**src/rtl/ni_dma_pkg.sv**
```systemverilog
package ni_dma_pkg;
  typedef enum logic [1:0] {
    OWN_IDLE = 2'd0,
    OWN_TX   = 2'd1,
    OWN_RX   = 2'd2
  } owner_e;
endpackage

```
**src/rtl/ni_dma_chan.sv**
```systemverilog
// Descriptor address/count tracker shared by both directions.
module ni_dma_chan #(
  parameter int AW   = 32,
  parameter int LENW = 16
) (
  input  logic            clk_i,
  input  logic            rst_ni,
  input  logic            start_i,
  input  logic [AW-1:0]   addr_i,
  input  logic [LENW-1:0] len_i,
  input  logic            avail_i,
  input  logic            beat_i,
  output logic            rdy_o,
  output logic [AW-1:0]   addr_o,
  output logic            done_o
);
  logic [AW-1:0]   addr_q;
  logic [LENW-1:0] rem_q;
  logic            done_q;
  logic            busy;

  assign busy   = (rem_q != '0);
  assign rdy_o  = busy && avail_i;
  assign addr_o = addr_q;
  assign done_o = done_q;

  always_ff @(posedge clk_i or negedge rst_ni) begin
    if (!rst_ni) begin
      addr_q <= '0;
      rem_q  <= '0;
      done_q <= 1'b0;
    end else if (start_i && !busy) begin
      addr_q <= {addr_i[AW-1:2], 2'b00};
      rem_q  <= len_i;
      done_q <= (len_i == '0);
    end else if (beat_i) begin
      addr_q <= addr_q + AW'(4);
      rem_q  <= rem_q - LENW'(1);
      if (rem_q == LENW'(1)) done_q <= 1'b1;
    end
  end
endmodule

```
**src/rtl/ni_dma_txfc.sv**
```systemverilog
// Outbound flow control: block on full, resume only with a burst of room.
module ni_dma_txfc #(
  parameter int BURST = 8,
  parameter int QCW   = 10
) (
  input  logic           clk_i,
  input  logic           rst_ni,
  input  logic [QCW-1:0] free_i,
  output logic           ok_o
);
  localparam logic [QCW-1:0] ROOM = QCW'(BURST);
  logic stall_q;

  assign ok_o = !stall_q && (free_i != '0);

  always_ff @(posedge clk_i or negedge rst_ni) begin
    if (!rst_ni)               stall_q <= 1'b0;
    else if (free_i == '0)     stall_q <= 1'b1;
    else if (free_i >= ROOM)   stall_q <= 1'b0;
  end
endmodule

```
**src/rtl/ni_dma_arb.sv**
```systemverilog
// Round-robin bus owner with burst cap; request drops the moment the owner cannot move.
module ni_dma_arb import ni_dma_pkg::*; #(
  parameter int BURST = 8
) (
  input  logic clk_i,
  input  logic rst_ni,
  input  logic tx_rdy_i,
  input  logic rx_rdy_i,
  input  logic gnt_i,
  output logic req_o,
  output logic sel_rx_o,
  output logic tx_beat_o,
  output logic rx_beat_o
);
  localparam int BCW = (BURST > 1) ? $clog2(BURST) : 1;
  localparam logic [BCW-1:0] LAST = BCW'(BURST - 1);

  owner_e         own_q;
  logic           last_rx_q;
  logic [BCW-1:0] cnt_q;
  logic           own_rdy, beat, burst_end;

  always_comb begin
    own_rdy   = (own_q == OWN_TX && tx_rdy_i) || (own_q == OWN_RX && rx_rdy_i);
    beat      = own_rdy && gnt_i;
    burst_end = !own_rdy || (beat && cnt_q == LAST);
  end

  assign req_o     = own_rdy;
  assign sel_rx_o  = (own_q == OWN_RX);
  assign tx_beat_o = beat && (own_q == OWN_TX);
  assign rx_beat_o = beat && (own_q == OWN_RX);

  always_ff @(posedge clk_i or negedge rst_ni) begin
    if (!rst_ni) begin
      own_q     <= OWN_IDLE;
      last_rx_q <= 1'b1;
      cnt_q     <= '0;
    end else begin
      case (own_q)
        OWN_IDLE: begin
          cnt_q <= '0;
          if (tx_rdy_i && rx_rdy_i) own_q <= last_rx_q ? OWN_TX : OWN_RX;
          else if (tx_rdy_i)        own_q <= OWN_TX;
          else if (rx_rdy_i)        own_q <= OWN_RX;
        end
        default: begin
          if (burst_end) begin
            own_q     <= OWN_IDLE;
            last_rx_q <= (own_q == OWN_RX);
            cnt_q     <= '0;
          end else if (beat) begin
            cnt_q <= cnt_q + BCW'(1);
          end
        end
      endcase
    end
  end
endmodule

```
**src/rtl/ni_dma_engine.sv**
```systemverilog
module ni_dma_engine #(
  parameter int AW     = 32,
  parameter int DW     = 32,
  parameter int LENW   = 16,
  parameter int BURST  = 8,
  parameter int QWORDS = 512,
  parameter int QCW    = $clog2(QWORDS + 1)
) (
  input  logic            clk_i,
  input  logic            rst_ni,
  input  logic            tx_start_i,
  input  logic [AW-1:0]   tx_addr_i,
  input  logic [LENW-1:0] tx_len_i,
  output logic            tx_done_o,
  input  logic            rx_start_i,
  input  logic [AW-1:0]   rx_addr_i,
  input  logic [LENW-1:0] rx_len_i,
  output logic            rx_done_o,
  output logic            bus_req_o,
  input  logic            bus_gnt_i,
  output logic            bus_we_o,
  output logic [AW-1:0]   bus_addr_o,
  output logic [DW-1:0]   bus_wdata_o,
  input  logic [DW-1:0]   bus_rdata_i,
  output logic            txq_wr_o,
  output logic [DW-1:0]   txq_wdata_o,
  input  logic [QCW-1:0]  txq_free_i,
  output logic            rxq_rd_o,
  input  logic [DW-1:0]   rxq_rdata_i,
  input  logic            rxq_empty_i
);
  logic          tx_ok, tx_rdy, rx_rdy, tx_beat, rx_beat, sel_rx;
  logic [AW-1:0] tx_addr, rx_addr;

  ni_dma_txfc #(.BURST(BURST), .QCW(QCW)) u_txfc (
    .clk_i(clk_i), .rst_ni(rst_ni), .free_i(txq_free_i), .ok_o(tx_ok)
  );

  ni_dma_chan #(.AW(AW), .LENW(LENW)) u_tx (
    .clk_i(clk_i), .rst_ni(rst_ni), .start_i(tx_start_i), .addr_i(tx_addr_i),
    .len_i(tx_len_i), .avail_i(tx_ok), .beat_i(tx_beat), .rdy_o(tx_rdy),
    .addr_o(tx_addr), .done_o(tx_done_o)
  );

  ni_dma_chan #(.AW(AW), .LENW(LENW)) u_rx (
    .clk_i(clk_i), .rst_ni(rst_ni), .start_i(rx_start_i), .addr_i(rx_addr_i),
    .len_i(rx_len_i), .avail_i(!rxq_empty_i), .beat_i(rx_beat), .rdy_o(rx_rdy),
    .addr_o(rx_addr), .done_o(rx_done_o)
  );

  ni_dma_arb #(.BURST(BURST)) u_arb (
    .clk_i(clk_i), .rst_ni(rst_ni), .tx_rdy_i(tx_rdy), .rx_rdy_i(rx_rdy),
    .gnt_i(bus_gnt_i), .req_o(bus_req_o), .sel_rx_o(sel_rx),
    .tx_beat_o(tx_beat), .rx_beat_o(rx_beat)
  );

  assign bus_we_o    = sel_rx;
  assign bus_addr_o  = sel_rx ? rx_addr : tx_addr;
  assign bus_wdata_o = rxq_rdata_i;
  assign txq_wr_o    = tx_beat;
  assign txq_wdata_o = bus_rdata_i;
  assign rxq_rd_o    = rx_beat;
endmodule

```
**config.mk**
```make
export PLATFORM = sky130hd
export DESIGN_NAME = ni_dma_engine
export DESIGN_NICKNAME = d
export VERILOG_FILES = /design/src/rtl/ni_dma_pkg.sv /design/src/rtl/ni_dma_chan.sv /design/src/rtl/ni_dma_txfc.sv /design/src/rtl/ni_dma_arb.sv /design/src/rtl/ni_dma_engine.sv
export SDC_FILE = /design/constraint.sdc
export NUM_CORES = 1
export LEC_CHECK = 0
export BUFFER_PORTS_ARGS = -buffer_cell sky130_fd_sc_hd__buf_2
export CAP_MARGIN = 5
export CORE_ASPECT_RATIO = 1.75
export CORE_MARGIN = 3
export CORE_UTILIZATION = 53
export CTS_BUF_LIST = sky130_fd_sc_hd__clkbuf_16
export CTS_CLUSTER_SIZE = 40
export DETAILED_ROUTE_END_ITERATION = 10
export PLACE_DENSITY = 0.87
export SLEW_MARGIN = 0
export SYNTH_ARGS = -nofsm -noshare
export SYNTH_HDL_FRONTEND = slang
export SYNTH_SLANG_ARGS = --single-unit
```
**constraint.sdc**
```tcl
create_clock -name clk_i -period 4.71 [get_ports clk_i]
set_input_delay 0.2355 -clock clk_i [delete_from_list [all_inputs] [get_ports clk_i]]
set_output_delay 0.2355 -clock clk_i [all_outputs]
set_load 0.05 [all_outputs]
```
==> results.cfg <==
[synthesis]
synth.ff_latch_count = 101
netlist.area_leader.share_pct = 36.8
synth_area_sq_mm = 0.00680
number_of_flops_mapped_to_enable_cells_by_yosys = 0
synth_top_area_cell = sky130_fd_sc_hd__dfrtp_1
async_set_or_reset_register_ratio_after_synthesis_pct = 100
synthesis.yosys.warnings = 0
synth.top_cells.by_area = sky130_fd_sc_hd__dfrtp_1 (37%), sky130_fd_sc_hd__nand2_1 (9.0%), sky130_fd_sc_hd__buf_4 (7.6%)
synthesis.area_per_instance_sq_um = 7.93
netlist-cell-type-count = 66
netlist_instances = 858
synth_ff_type = sky130_fd_sc_hd__dfrtp_1
proportion_of_synthesized_chip_area_in_sequential_cells_pct = 37.2

[routing]
wl_per_cell_um = 18.7
final_routed_drc_violation_total = 0
route.vias.total = 6809
postRouteWirelength_um = 20500
vias_per_cell = 6.24
firstDrtPassIters = 6
drtAntennaViolNets = 0
first_iter_violations = 414

[sta]
slew_headroom_pct = 24.3
timing.final.crit_share_pct = 70.1
setup-tns-final_ns = 0
finalHoldViolations = 0
final-max-slew-violation-count = 0
final-setup-viol-count = 0
timing.final.crit_period_ns = 3.30
holdWs_ns = 0.0804
fmax_ghz = 0.303
skew_final_ns = 0.0112
tightest_slew_ns = 1.13
rsz0062_at_grt = false

[placed_design]
port-buffer-count = 143
gp_congestion = 0.954
place_area_sq_mm = 0.00712
post-dp-hpwl_um = 15100

[layout]
final_common_cell = sky130_fd_sc_hd__nand2_1
num-nets-final = 1106
layout_cells_sized_above_1_pct = 20.3
finalCoreUtilization_pct = 59.6
area_growth_from_synthesis_to_layout_pct = 9.60
layout.cells.most_common_list = sky130_fd_sc_hd__nand2_1 (163), sky130_fd_sc_hd__buf_2 (142), sky130_fd_sc_hd__dfrtp_1 (100)
fin_area_sq_mm = 0.00745
antennaDiodeCount = 0

[critical_path]
cp_data_arrival_time_ns = 3.06
worst-path-max-fanout = 36
critical_path_class = reg2out
worstSetupEndpointType = output pin
setup.worst_path.start_class = flip-flop
required_ns = 4.47

[power_and_ir_drop]
ir_drop_mv = 0.262
power.density_mw_per_mm2 = 428
p_total_mw = 3.19
p_leak_nw = 3.36

[die]
placement_rows = 54
boundaryPins = 278
chipWidth_um = 91.6
initial_standard_cell_utilization_of_the_core_pct = 54.4
fp.dieArea_sq_mm = 0.0143
fp.dieH_um = 156
core_sq_mm = 0.0125

[cts]
postCtsHoldBufs = 1
clock-root-buffer = sky130_fd_sc_hd__clkbuf_16
cts_num_sinks = 101
tritoncts_clock_tree = built
clk_pin_slew_ns = 0.08
post_cts_setup_buffer_count = 0
numCtsBuffers = 9
clkLatencyLatePin_ns = 0.36
htree_depth = 3
cts.repair.resized = 0
cts_buffer_depth = 2

[grt]
first_global_vias = 6222
grt_overflow = 0
grt_pass1_wl_um = 31500
track_usage_pct = 27.7
initial_antenna_violation_count = 0
maximum_number_of_pins_on_one_net_before_global_route_repair = 62

[worst_hold_path]
min_path_type = in2reg

[outcome]
run_status = finished, final reports clean

[run]
cap_viol_max_count = 0
## registers in the layout, indices dropped and copies added, names as in the netlist
register         cells
u_txfc.stall_q       1
u_tx.addr_o         30
u_rx.rem_q          16
u_arb.last_rx_q      1
u_arb.own_q          2
u_rx.done_o          1
u_rx.addr_o         30
u_tx.done_o          1
u_arb.cnt_q          3
u_tx.rem_q          16
## cell usage after synthesis (10+ instances only)
cell type                  number
sky130_fd_sc_hd__o21ai_0       58
sky130_fd_sc_hd__ha_1          10
sky130_fd_sc_hd__nand2_1      163
sky130_fd_sc_hd__nor4_1        26
sky130_fd_sc_hd__xnor2_1       10
sky130_fd_sc_hd__a21oi_1       45
sky130_fd_sc_hd__a221o_1       13
sky130_fd_sc_hd__clkbuf_1      18
sky130_fd_sc_hd__inv_1         19
sky130_fd_sc_hd__nand4_1       13
sky130_fd_sc_hd__nor2_1        60
sky130_fd_sc_hd__and3_1        15
sky130_fd_sc_hd__nor3_1        36
sky130_fd_sc_hd__dfrtp_1      100
sky130_fd_sc_hd__buf_2         11
sky130_fd_sc_hd__buf_4         69
sky130_fd_sc_hd__nand3_1       51
## logic make-up (layout without fill, tap and decap cells)
logic type | Yosys count | after routing | synth area share, %
and+or+nand+nor | 407 | 407 | 28.5
AOI/OAI and AO/OA | 197 | 197 | 19.0
buffers and inverters | 126 | 191 | 11.3
DFF | 101 | 101 | 37.2
xor gates and xnor gates | 12 | 12 | 1.55
adders and majority gates | 10 | 10 | 1.84
muxes | 4 | 4 | 0.589
other | 1 | 2 | 0.0551
## through the flow
| stage | std cells | worst slack (ns) |
|---|---|---|
| floorplan | 859 | 2.05 |
| global placement | 1076 | 1.60 |
| CTS | 1092 | 1.43 |
| finish | 1092 | 1.41 |
| global route | 1092 | 1.31 |
| detailed placement | 1076 | 1.56 |
## power breakdown
part           total [mW]  switching [mW]  internal [mW]
clock               0.821           0.352          0.469
sequential           1.32           0.252           1.07
combinational        1.05           0.683          0.366
## worst paths after layout
| kind | slack [ns] | end | cells past startpoint | start |
|---|---|---|---|---|
| max | 1.41 | txq_wr_o | 8 | u_tx.rem_q[0] |
| min | 0.08 | u_tx.addr_o[18] | 3 | tx_addr_i[18] |
| max reg2reg | 1.54 | u_rx.addr_o[8] | 6 | u_rx.rem_q[4] |
| min reg2reg | 0.51 | u_tx.rem_q[15] | 1 | u_tx.rem_q[15] |
| max in group asynchronous | 3.15 | u_arb.last_rx_q | 3 | rst_ni |
| min in group asynchronous | 0.49 | u_rx.addr_o[21] | 2 | rst_ni |
## critical path, stage by stage (launching register included)
cell                      delay [ns]
sky130_fd_sc_hd__dfrtp_1        0.40
sky130_fd_sc_hd__inv_1          0.10
sky130_fd_sc_hd__ha_1           0.24
sky130_fd_sc_hd__nor4b_1        0.15
sky130_fd_sc_hd__and4_1         0.27
sky130_fd_sc_hd__or3b_1         0.67
sky130_fd_sc_hd__inv_2          0.14
sky130_fd_sc_hd__buf_4          0.38
sky130_fd_sc_hd__buf_2          0.34
## routing by layer
metal	vias up	part of all wire [%]	track usage [%]
li1	3145	-	-
met1	3205	35	31.0
met2	357	51	47.4
met3	102	7.7	4.87
met4	0	5.8	18.8
met5	-	0	0
## area by class of cell
class | count | area [sq um]
tap | 168 | 210
timing repair buffer | 155 | 811
sequential | 101 | 2530
clock inverter | 6 | 93.8
clock buffer | 9 | 225
inverter | 21 | 78.8
multi-input combinational | 632 | 3510
fill | 1109 | 5050
Power figures use the tool's default switching activity.
